**config.mk**
```make
export PLATFORM = sky130hd
export DESIGN_NAME = prescaled_timer
export DESIGN_NICKNAME = d
export VERILOG_FILES = /design/src/rtl/prescaled_timer.sv
export SDC_FILE = /design/constraint.sdc
export NUM_CORES = 1
export LEC_CHECK = 0
export BUFFER_PORTS_ARGS = -buffer_cell sky130_fd_sc_hd__buf_2
export CELL_PAD_IN_SITES_DETAIL_PLACEMENT = 2
export CELL_PAD_IN_SITES_GLOBAL_PLACEMENT = 2
export CORE_MARGIN = 5
export CORE_UTILIZATION = 25
export CTS_CLUSTER_SIZE = 20
export DETAILED_ROUTE_END_ITERATION = 10
export HOLD_SLACK_MARGIN = 0.08
export PLACE_DENSITY = 0.77
export SLEW_MARGIN = 20
export SYNTH_ARGS = -nofsm -noshare
export SYNTH_HDL_FRONTEND = slang
export SYNTH_SLANG_ARGS = --single-unit
```
**constraint.sdc**
```tcl
create_clock -name clk -period 4.25 [get_ports clk]
set_input_delay 0.2125 -clock clk [delete_from_list [all_inputs] [get_ports clk]]
set_output_delay 0.2125 -clock clk [all_outputs]
set_load 0.01 [all_outputs]
```
**src/rtl/prescaled_timer.sv**
```systemverilog
module prescaled_timer #(
  parameter int CNT_W = 24,
  parameter int PRE_W = 5
) (
  input  logic             clk,
  input  logic             rst_n,
  input  logic             cfg_enable,
  input  logic             cfg_clk_on,
  input  logic             cfg_count_down,
  input  logic             cfg_free_run,
  input  logic             cfg_irq_unmask,
  input  logic [CNT_W-1:0] cfg_reload,
  input  logic [PRE_W-1:0] cfg_prescale,
  input  logic             irq_clear,
  output logic [CNT_W-1:0] count_val,
  output logic [PRE_W-1:0] presc_val,
  output logic             tick,
  output logic             irq
);
  localparam logic [CNT_W-1:0] CNT_MAX = '1;

  logic             running, up_wrap, dn_wrap, wrap_evt, pending;
  logic [CNT_W-1:0] cnt_nxt;

  assign running  = cfg_enable & cfg_clk_on;
  assign tick     = running && (presc_val >= cfg_prescale);
  assign up_wrap  = cfg_free_run ? (count_val == CNT_MAX) : (count_val >= cfg_reload);
  assign dn_wrap  = (count_val == '0);
  assign wrap_evt = tick && (cfg_count_down ? dn_wrap : up_wrap);
  assign irq      = pending & cfg_irq_unmask;

  always_comb begin
    if (cfg_count_down) cnt_nxt = dn_wrap ? cfg_reload : count_val - 1'b1;
    else                cnt_nxt = up_wrap ? '0 : count_val + 1'b1;
  end

  always_ff @(posedge clk or negedge rst_n) begin
    if (!rst_n)       presc_val <= '0;
    else if (tick)    presc_val <= '0;
    else if (running) presc_val <= presc_val + 1'b1;
  end

  always_ff @(posedge clk or negedge rst_n) begin
    if (!rst_n)    count_val <= '0;
    else if (tick) count_val <= cnt_nxt;
  end

  always_ff @(posedge clk or negedge rst_n) begin
    if (!rst_n)         pending <= 1'b0;
    else if (wrap_evt)  pending <= 1'b1;
    else if (irq_clear) pending <= 1'b0;
  end
endmodule

```
* After elaboration in Yosys (flattened, before gate mapping)
Index checks and enable logic that the tools add are counted.
** Operators by class
- Add/subtract/negate cells :: 3
- $lt $le $gt $ge :: 2
- Equality and inequality tests :: 1
- Mux-type cells :: 9
- Bitwise operators :: 2
- Reductions and logical operators :: 5
** Operators with widths (number)
- 24-bit two-way mux :: 3
- 24-bit by 1-bit adder with 24-bit output (second input constant) :: 1
- 24-bit == test (second input constant) :: 1
- 24-bit >= comparator :: 1
- 24-bit logical NOT :: 1
- 24-bit by 1-bit subtractor with 24-bit output (second input constant) :: 1
- 5-bit two-way mux :: 2
- 5-bit by 1-bit adder with 5-bit output (second input constant) :: 1
- 5-bit >= comparator :: 1
- 1-bit two-way mux :: 4
- 2-bit nonzero test :: 2
- 1-bit bitwise AND :: 2
- 1-bit logical AND :: 2
** Word-level totals
- Flip-flop bits (word level) :: 30
- Bits of input ports :: 37
- Output and inout bits :: 31

* Logic depth before layout (Yosys ltp)
Gate-level depths: netlist of the first run.
- Word-level depth :: 5
- Depth in mapped cells :: 11
- Depth with buffers taken out :: 9

* Least setup slack after synthesis of the first run
No wires, ideal clock.
- Path kind :: reg2reg
- Start :: register count_val[10]
- End :: register count_val[17]
- Arrival time :: 2.238 ns
- Required time :: 4.111 ns
- Slack :: 1.872 ns
- Cell stages (with the launch flop) :: 10
- Clock period less this slack :: 2.378 ns
- Cells stage by stage :: dfrtp_1 buf_6 nor4_4 nand4_4 or4_4 buf_6 buf_8 buf_6 o211ai_1 o221ai_1
** Between the ends
- Word-level cells in the longest chain between the ends :: 4
- Elaborated cells on any way between the ends :: 9
** Ends and longest elaborated chain
- start, declared :: line 15 : output logic [CNT_W-1:0] count_val,
- start signal, assigned :: line 45 : else if (tick) count_val <= cnt_nxt;
- 24-bit >= comparator or 24-bit == test (tied branches) :: line 27 : assign up_wrap = cfg_free_run ? (count_val == CNT_MAX) : (count_val >= cfg_reload);
- 1-bit two-way mux :: line 27
- 24-bit two-way mux :: line 34 : else cnt_nxt = up_wrap ? '0 : count_val + 1'b1;
- 24-bit two-way mux (*) :: line 33 : if (cfg_count_down) cnt_nxt = dn_wrap ? cfg_reload : count_val - 1'b1;
Mark *: on every way between the ends. The rest lies on a longest branch, timed or not.
A chain may end at the register's enable or synchronous reset.

* Worst setup path after layout of the first run
- Start :: register count_val[15]
- End :: register count_val[2]
Same word-level chain as after synthesis.

==> impl_metrics.csv, run 1 <==
group,metric,value,unit
run_status,outcome,"complete, no violations",
setup_path,critical_path_class,"reg2reg",
finish,syn_to_final_growth,14.4,%
global_routing,grtUsageMet1,21.6,%
detailed_routing,first_pass_iters,4,
synth,synth.distinct_cells,58,
setup_path,required,4.46,ns
setup_path,cp-start-kind,"flop",
job,cap_violations,0,
timing,finalSetupTns,0,ns
clocking,clock_path_buffers,2,
setup_path,max_stage_delay,0.69,ns
floorplan,fp.dieW,126,µm
clocking,cts_resized,0,
timing,worst-slew-pin-transition,0.821,ns
floorplan,start_util,25.4,%
setup_path,cp_max_fo,13,
setup_path,cp-end-kind,"flop",
detailed_routing,vias,3547,
setup_path,cp.arrival,3.64,ns
global_routing,grt_pass1_vias,3865,
finish,drive_above_1_share,19.0,%
synth,syn-cell-area,0.00337,mm²
synth,yosysTopAreaCell,"dfrtp_1",
finish,diodes,0,
finish,seqCellArea,751,µm²
global_routing,grt_pass1_wl,21100,µm
global_routing,antenna_found_initial,0,
timing,slew_viol_final,0,
global_routing,grt_max_degree,44,
synth,synth_flop_cell,"dfrtp_1",
clocking,cts.clk_slew.worst_paths,0.05,ns
clocking,insertion_delay,0.28,ns
pwr,p_clk_share,17.3,%
finish,multi_input_area,0.00221,mm²
finish,fillCellCount,1598,
setup_path,cpMostUsedCell,"o21ai_0",
pwr,powerDensity,551,mW/mm²
timing,fin_crit,3.42,ns
pwr,power.internal,1.06,mW
pwr,vdd_ir_drop_max,140,µV
timing,setup_viol,0,
timing,rsz0062_at_grt,"false",
min_path,worstHoldPathType,"in2reg",
synth,yosysTopAreaCellShare,22.3,%
pwr,power_frac_seq,32.4,%
timing,hold_viol,0,
finish,layout.nets,548,
floorplan,die_h,126,µm
setup_path,worstPathCellList,"ha_1, a21oi_1, o21ai_0, a221oi_1, o21ai_0, o21a_1, nor2_1, a221o_1",
placed_design,dp_hpwl,9700,µm
synth,synth_edf_count,0,
synth,avgSynthCellArea,7.85,µm²
clocking,cts_sinks,30,
clocking,cts_tree,"done",
global_routing,grt_usage,16.2,%
global_routing,grt_use_met2,27.0,%
synth,syn_nets,499,
detailed_routing,postRouteAntennaNets,0,
pwr,p_sw_share,50.0,%
synth,synthCells,429,
clocking,cts.htree.levels,2,
detailed_routing,drt_wl_total,12800,µm
pwr,p_total,2.12,mW
detailed_routing,drc_errors,0,
pwr,p_leak,1.74,nW
synth,ys_seq_elements,30,
setup_path,crit_slowest_cell,"nor2_1",
synth,synthArstFlopShare,100,%
placed_design,port_buffers,67,
pwr,p_sw,1.06,mW
clocking,cts-root-buf,"clkbuf_16",
global_routing,gr-usage-met3,2.37,%
detailed_routing,drt-wirelength-per-cell,19.6,µm
timing,maxSlewHeadroom,45.1,%
floorplan,io_pins,68,
detailed_routing,drt_iter0_markers,204,
floorplan,core_area,0.0132,mm²
clocking,cts_buffers,5,
floorplan,dieArea,0.0159,mm²
placed_design,post_dp_cell_area,0.00369,mm²
timing,finClkSkew,0.00482,ns
timing,hold_slack,0.233,ns
timing,fmax,292,MHz
global_routing,overflow,0,
timing,finalCritPeriodShare,80.6,%
finish,fin_area,0.00385,mm²
synth,ys_seq_area_share,22.3,%
floorplan,row_count,42,
global_routing,top_usage_layer,"met2",
placed_design,routabilityCongestion,0.807,
detailed_routing,vias_per_cell,5.42,
pwr,p_comb_share,50.3,%
synth,yosys-top-cells-area,"dfrtp_1, ha_1, inv_1",
synth,ys_warn_count,0,
[critical path: cells and delay by family, from the launching register on]
kind            cells  cell delay [ns]
compound gates      6             1.65
fa+ha+maj           1             0.36
simple gates        1             0.69
flops               1             0.64
[final timing paths]
path                            slack, ns           from             to  depth (start not counted)
worst max-delay path                 0.83  count_val[15]   count_val[2]                          8
worst min-delay path                 0.23      irq_clear        pending                          3
worst max register to register       0.83  count_val[15]   count_val[2]                          8
worst min register to register       0.53        pending        pending                          1
max in group asynchronous            3.19          rst_n   presc_val[4]                          2
min in group asynchronous            0.57          rst_n  count_val[12]                          2
[sequential cells by signal, summed over array words and instances, names as in the netlist]
name	count
pending	1
count_val	24
presc_val	5
[repair_timing]
item / in CTS / in global routing
hold buffers: 1 / 0
endpoints found under the hold margin: 30 / 0
buffers inserted: 0 / 0
[layout make-up]
class	count	share of cell area (%)
Clock buffer	7	3.70
Timing Repair Buffer	70	9.36
Inverter	42	4.09
Tap cell	176	5.72
Sequential cell	30	19.5
Multi-Input combinational cell	329	57.5
Clock inverter	1	0.130
[power by group through the flow]
stage               clock network, mW  logic (mW)  registers [mW]
floorplan                           0       0.847           0.564
global placement                    0        1.02           0.673
detailed placement                  0        1.08           0.690
CTS                             0.375        1.09           0.687
global route                    0.387        1.20           0.721
finish                          0.367        1.07           0.686
[through the flow]
step | cells | setup slack [ns] | util, %
after floorplan | 429 | 1.87 | -
after global placement | 646 | 1.04 | 27.9
after detailed placement | 646 | 0.960 | 27.9
after CTS | 655 | 0.869 | 29.1
after global routing | 655 | 0.643 | 29.1
final | 655 | 0.826 | 29.1
[cell families after synthesis]
logic type | share of synthesized area (%)
simple gates | 23.5
fa+ha+maj | 12.3
xor+xnor | 3.90
buf+inv | 11.9
mux | 0.297
compound gates | 25.8
flops | 22.3
[cells in the final DEF (no fill, tap or decap), types with 5 or more instances in the layout]
cell,n
inv_1,42
nand4_1,8
nor2_1,36
dfrtp_1,30
a21oi_1,29
o311ai_1,6
and3_1,6
o21ai_0,23
nand3_1,25
buf_2,67
clkbuf_16,5
a221o_1,8
o211ai_1,18
nor3_1,15
xnor2_1,12
nand2_1,39
ha_1,33
[metal layers]
layer	up-vias	part of all wire, %	wire, µm
met5	-	0	0
met1	1763	45	5750
met2	96	48	6170
met4	0	2.1	267
li1	1669	-	-
met3	19	4.9	624
[synthesized netlist by cell type, drive strengths merged (7+ instances only)]
master and n:
a21oi 29, nor2 38, o211ai 18, dfrtp 30, and3 7, ha 33, inv 42, o21ai 30
xnor2 12, o311ai 7, buf 16, a221o 8, nor4 7, clkbuf 12, nand2 39, nand4 9
nand3 25, nor3 16
Note: power is estimated with default switching activity, not from simulation.
==> run 2, diff against run 1 <==
- ABC_AREA: unset -> 1
- PLACE_DENSITY: 0.77 -> 0.81
- clock period: 4.25 -> 3.5 ns (I/O delays scaled with it)
==> run 2 against run 1 <==
  * Critical path depth increased by 2
  * Utilization increased by 0.84 points
  * Cell count increased by 39%
  * First-iteration DRC count decreased by 30%
  * Die area increased by 15%
  * Sequential cell count unchanged
==> impl_metrics.csv, run 2 <==
group,metric,value,unit
floorplan,start_util,25.7,%
detailed_routing,drc_errors,0,
detailed_routing,drt-wirelength-per-cell,17.6,µm
finish,syn_to_final_growth,16.6,%
pwr,p_leak,2.42,nW
synth,synth_flop_cell,"dfrtp_1",
clocking,cts.htree.levels,2,
timing,maxSlewHeadroom,48.0,%
finish,top_register,"count_val",
synth,ys_seq_elements,30,
placed_design,dp_cells,899,
detailed_routing,drt_iter0_markers,142,
timing,fmax,355,MHz
min_path,worstHoldEndpoint,"pending",
timing,worst-slew-pin-transition,0.781,ns
finish,final_cells,908,
detailed_routing,postRouteAntennaNets,0,
finish,diodes,0,
placed_design,port_buffers,67,
finish,fin_area,0.00458,mm²
finish,drive_above_1_share,16.5,%
setup_path,required,3.32,ns
timing,finalCritPeriodShare,80.6,%
floorplan,dieArea,0.0183,mm²
setup_path,max_stage_delay,0.41,ns
timing,fin_crit,2.82,ns
global_routing,grt_pass1_wl,26200,µm
clocking,insertion_delay,0.30,ns
timing,finClkSkew,0.00613,ns
setup_path,crit_slowest_cell,"dfrtp_1",
finish,reg_top3,"count_val x24, presc_val x5, pending x1",
floorplan,core_area,0.0153,mm²
setup_path,cp_max_fo,23,
clocking,clock_path_buffers,2,
setup_path,reg2reg_slack,0.88,ns
min_path,worstHoldPathType,"in2reg",
synth,yosysTopAreaCell,"dfrtp_1",
min_path,min_from,"irq_clear",
setup_path,cp-start-kind,"flop",
placed_design,dp_hpwl,12600,µm
timing,setup_viol,0,
floorplan,fp.dieW,135,µm
finish,largest_register_ffs,24,
timing,slew_viol_final,0,
global_routing,antenna_found_initial,0,
global_routing,overflow,0,
job,cap_violations,0,
clocking,cts_buffers,5,
synth,synthArstFlopShare,100,%
global_routing,grt_usage,17.8,%
clocking,cts_sinks,30,
floorplan,die_h,135,µm
synth,syn_nets,716,
setup_path,worstReg2RegStart,"count_val[15]",
synth,yosysTopAreaCellShare,19.1,%
finish,utilization,29.9,%
synth,synth_edf_count,0,
synth,synth_most_common_cell,"nand2_1",
clocking,cts_resized,0,
setup_path,worstReg2RegEnd,"count_val[0]",
pwr,powerDensity,791,mW/mm²
timing,finalSetupTns,0,ns
synth,synth_common_cells,"nand2_1, inv_1, nor2_1, nand3_1, a21oi_1",
setup_path,cp-end-kind,"output port",
timing,hold_viol,0,
finish,layout_commonest_cell,"nand2_1",
setup_path,r2r_cells,14,
pwr,vdd_ir_drop_max,245,µV
setup_path,worstPathCellList,"ha_1, nand2_1, inv_1, o21ai_0, nand4_1, nand2_1, buf_4, inv_1, buf_4, buf_2",
synth,syn-cell-area,0.00393,mm²
detailed_routing,drt_wl_total,16000,µm
synth,synth.distinct_cells,34,
min_path,hold_depth,4,
setup_path,critical_path_class,"reg2out",
detailed_routing,vias,4491,
setup_path,cp.arrival,2.64,ns
global_routing,grt_max_degree,43,
clocking,cts.clk_slew.worst_paths,0.06,ns
clocking,cts-root-buf,"clkbuf_16",
global_routing,grt_pass1_vias,5087,
floorplan,io_pins,68,
detailed_routing,vias_per_cell,4.95,
timing,hold_slack,0.104,ns
placed_design,post_dp_cell_area,0.00437,mm²
synth,yosys-top-cells-area,"dfrtp_1, nand2_1, ha_1",
placed_design,routabilityCongestion,0.894,
timing,rsz0062_at_grt,"false",
synth,ys_warn_count,0,
clocking,cts_tree,"done",
run_status,outcome,"complete, no violations",
floorplan,row_count,45,
synth,synthCells,646,
detailed_routing,first_pass_iters,4,
synth,avgSynthCellArea,6.08,µm²
finish,layout.nets,766,
finish,final_cell_mix,"nand2_1, inv_1, nor2_1",
synth,ys_seq_area_share,19.1,%
[run 2: area by class of cell]
type                    instances  area (µm²)
repair buffers                 70         360
inverters                     104         390
clock buffers                   6         139
clock inverters                 2        60.1
multi-input cells             485        2620
well taps                     211         264
flip-flops and latches         30         751
fillers                      1974       10700
[run 2: kinds of logic after synthesis]
group                    synth area share [%]
XOR/XNOR                                 5.57
buffers and inverters                    14.3
flip-flops                               19.1
AO/OA/AOI/OAI                            10.9
AND/OR/NAND/NOR                          39.6
adder cells (fa/ha/maj)                  10.5
[run 2: repair_timing]
action	in CTS	in global routing
hold endpoints to repair	30	0
hold buffers	1	0
setup endpoints to repair	0	0
setup buffers	0	0
[run 2: through the flow]
| step | power [mW] | setup slack (ns) |
|---|---|---|
| after floorplan | 2.32 | 1.72 |
| after global placement | 2.86 | 0.949 |
| after detailed placement | 3.02 | 0.861 |
| after CTS | 3.68 | 0.664 |
| after global routing | 3.98 | 0.455 |
| final | 3.62 | 0.681 |
[run 2: worst max-delay path by stage]
stage                        from      endpoint  slack (ns)  cells after the start
floorplan            presc_val[4]  count_val[4]        1.72                     11
global placement    count_val[21]  count_val[0]        0.95                     14
detailed placement  count_val[15]  count_val[0]        0.86                     14
CTS                  presc_val[2]          tick        0.66                     10
global route         presc_val[2]          tick        0.46                     10
finish               presc_val[2]          tick        0.68                     10
[run 2: worst max-delay path, delay by kind of cell (launching register included)]
| kind | cells | cell delay, ns |
|---|---|---|
| compound gates | 1 | 0.17 |
| fa+ha+maj | 1 | 0.33 |
| buf+inv | 5 | 1.12 |
| flops | 1 | 0.41 |
| simple gates | 3 | 0.27 |
[run 2: where the power goes]
| group | internal (mW) | total, mW | leakage (nW) | switching (mW) |
|---|---|---|---|---|
| clock network | 0.428 | 0.615 | 0.0971 | 0.188 |
| logic | 0.748 | 2.02 | 1.97 | 1.27 |
| registers | 0.509 | 0.987 | 0.352 | 0.478 |
| total | 1.69 | 3.62 | 2.42 | 1.94 |
[run 2: routing by layer]
metal  GRT usage [%]  up-vias  share of wire [%]
met1            21.7     2265                 44
met4            5.32        0                1.8
met2            32.2       67                 52
li1                -     2143                  -
met3            2.71       16                2.7
met5               0        -                  0
==> run 3, diff against run 2 <==
- ABC_AREA: 1 -> 0
- PLACE_DENSITY: 0.81 -> 0.79
- clock period: 3.5 -> 2.3 ns (I/O delays scaled with it)
==> run 3 against run 2 <==
  * The flow now finishes with violations (setup timing)
  * Utilization is 9.0 points higher
  * Sequential share of layout area decreased by 1.8 points
  * Non-clock buffer count up 124
==> impl_metrics.csv, run 3 (synthesis results as in run 1) <==
group,metric,value,unit
timing,finalSetupTns,-9.24,ns
floorplan,die_h,126,µm
setup_path,max_stage_delay,0.50,ns
global_routing,grt_pass1_wl,27700,µm
detailed_routing,drt_wl_total,19900,µm
pwr,p_clk_share,13.4,%
finish,top_register,"count_val",
setup_path,cp-start-kind,"flop",
clocking,cts_buffers,5,
min_path,worstHoldPathType,"in2reg",
placed_design,port_buffers,67,
clocking,cts.clk_slew.worst_paths,0.06,ns
finish,drive_above_1_share,42.6,%
timing,worst-slew-pin-transition,0.831,ns
timing,hold_viol,0,
run_status,violations,"setup timing",
pwr,p_comb_share,68.6,%
finish,seqCellArea,752,µm²
timing,slew_viol_final,0,
detailed_routing,vias_per_cell,5.59,
timing,layout_setup_ws,-0.459,ns
pwr,power.internal,2.80,mW
setup_path,cp-end-kind,"flop",
global_routing,grt_max_degree,31,
setup_path,cp_max_fo,6,
clocking,cts-root-buf,"clkbuf_16",
detailed_routing,drt-wirelength-per-cell,25.5,µm
pwr,p_total,5.44,mW
pwr,p_sw_share,48.6,%
finish,final_cells,779,
timing,rsz0062_at_grt,"true",
clocking,cts_sinks,30,
timing,fmax,362,MHz
finish,final_cell_mix,"buf_4, buf_2, inv_1",
pwr,powerDensity,1060,mW/mm²
floorplan,io_pins,68,
floorplan,start_util,25.4,%
run_status,outcome,"finished, violations left",
finish,reg_top3,"count_val x24, presc_val x5, pending x1",
finish,diodes,0,
clocking,cts.htree.levels,2,
global_routing,grt_pass1_vias,4744,
pwr,vdd_ir_drop_max,339,µV
timing,maxSlewHeadroom,44.6,%
floorplan,core_area,0.0132,mm²
pwr,power_frac_seq,18.0,%
pwr,p_leak,2.40,nW
setup_path,required,2.45,ns
timing,setup_viol,25,
detailed_routing,drc_errors,0,
setup_path,critical_path_class,"reg2reg",
floorplan,fp.dieW,126,µm
global_routing,overflow,0,
detailed_routing,postRouteAntennaNets,0,
finish,layout_commonest_cell,"buf_4",
finish,multi_input_area,0.00248,mm²
global_routing,antenna_found_initial,0,
clocking,clock_path_buffers,2,
placed_design,dp_cells,750,
timing,fin_crit,2.76,ns
global_routing,grt_usage,22.1,%
finish,fin_area,0.00515,mm²
setup_path,cp.arrival,2.91,ns
timing,finalCritPeriodShare,120,%
detailed_routing,first_pass_iters,5,
placed_design,post_dp_cell_area,0.00451,mm²
placed_design,routabilityCongestion,0.867,
detailed_routing,drt_iter0_markers,229,
finish,syn_to_final_growth,52.9,%
detailed_routing,vias,4351,
clocking,insertion_delay,0.30,ns
floorplan,row_count,42,
finish,fillCellCount,1520,
pwr,p_sw,2.64,mW
clocking,cts_tree,"done",
floorplan,dieArea,0.0159,mm²
finish,largest_register_ffs,24,
setup_path,crit_slowest_cell,"a2111o_1",
setup_path,worstPathCellList,"ha_1, nand4_1, a2111o_1, a31oi_4, buf_6, o211ai_1, buf_4, o211ai_1, o311ai_1",
setup_path,cpMostUsedCell,"o211ai_1",
job,cap_violations,0,
timing,finClkSkew,0.00547,ns
finish,layout.nets,672,
placed_design,dp_hpwl,12500,µm
==> run 3: cell types whose count changed in the layout (fill, tap and decap cells not counted), moves of 9 or more <==
cell	delta
nand2_1	-112
buf_6	+13
xor2_1	-19
inv_1	-56
a21oi_1	-29
buf_4	+108
o211ai_1	+16
nor2_1	-54
nand3_1	-43
xnor2_1	+9
==> run 3: worst max-delay path: cells and delay by family (launching register included) <==
family                     cells  cell delay [ns]
AOI/OAI and AO/OA              5             1.21
adders and majority gates      1             0.35
and+or+nand+nor                1             0.30
buffers and inverters          2             0.35
DFF                            1             0.40
==> run 3: worst paths after layout <==
check / depth (start not counted) / start / slack (ns) / endpoint
min in group asynchronous: 2 / rst_n / 0.46 / presc_val[4]
worst min-delay path: 3 / cfg_enable / 0.13 / presc_val[1]
max in group asynchronous: 2 / rst_n / 1.26 / count_val[0]
worst max register to register: 9 / count_val[22] / -0.46 / count_val[4]
worst max-delay path: 9 / count_val[22] / -0.46 / count_val[4]
worst min register to register: 1 / pending / 0.52 / pending
==> run 3: cell type report <==
class                      instances  share of cell area [%]
tap                              176                    4.28
clock buffer                       7                    2.77
timing repair buffer             194                    26.9
sequential                        30                    14.6
clock inverter                     1                  0.0972
multi-input combinational        329                    48.2
inverter                          42                    3.14
==> run 3: per-layer routing <==
metal  vias to the layer above  global-route usage [%]  routed length (µm)
met3                        53                    4.23                 921
met2                       157                    40.4               10300
li1                       1921                       -                   -
met1                      2220                    25.5                7880
met4                         0                    8.08                 758
met5                         -                       0                   0
==> run 3: power by group through the flow <==
stage | combinational [mW] | sequential, mW | clock, mW
after floorplan | 1.57 | 1.04 | 0
after global placement | 2.95 | 0.918 | 0
after detailed placement | 3.16 | 0.943 | 0
after CTS | 3.30 | 0.949 | 0.723
after global routing | 3.97 | 0.987 | 0.756
final | 3.73 | 0.979 | 0.730
==> run 3: per-stage QoR <==
step / hold WS (ns) / setup WS (ns) / utilization, %
global route: 0.128 / -0.510 / 38.9
CTS: 0.125 / -0.277 / 36.2
global placement: 0.244 / -0.117 / 34.1
finish: 0.132 / -0.459 / 38.9
floorplan: -0.181 / -0.0774 / -
detailed placement: 0.248 / -0.315 / 34.1
==> run 3: timing repair <==
action | CTS | global route
buffers inserted | 5 | 14
cloned | 0 | 2
hold endpoints to repair | 30 | 0
hold buffers | 1 | 0
endpoints found under the setup margin | 25 | 26
gates resized for setup | 25 | 40
pin swaps | 12 | 21
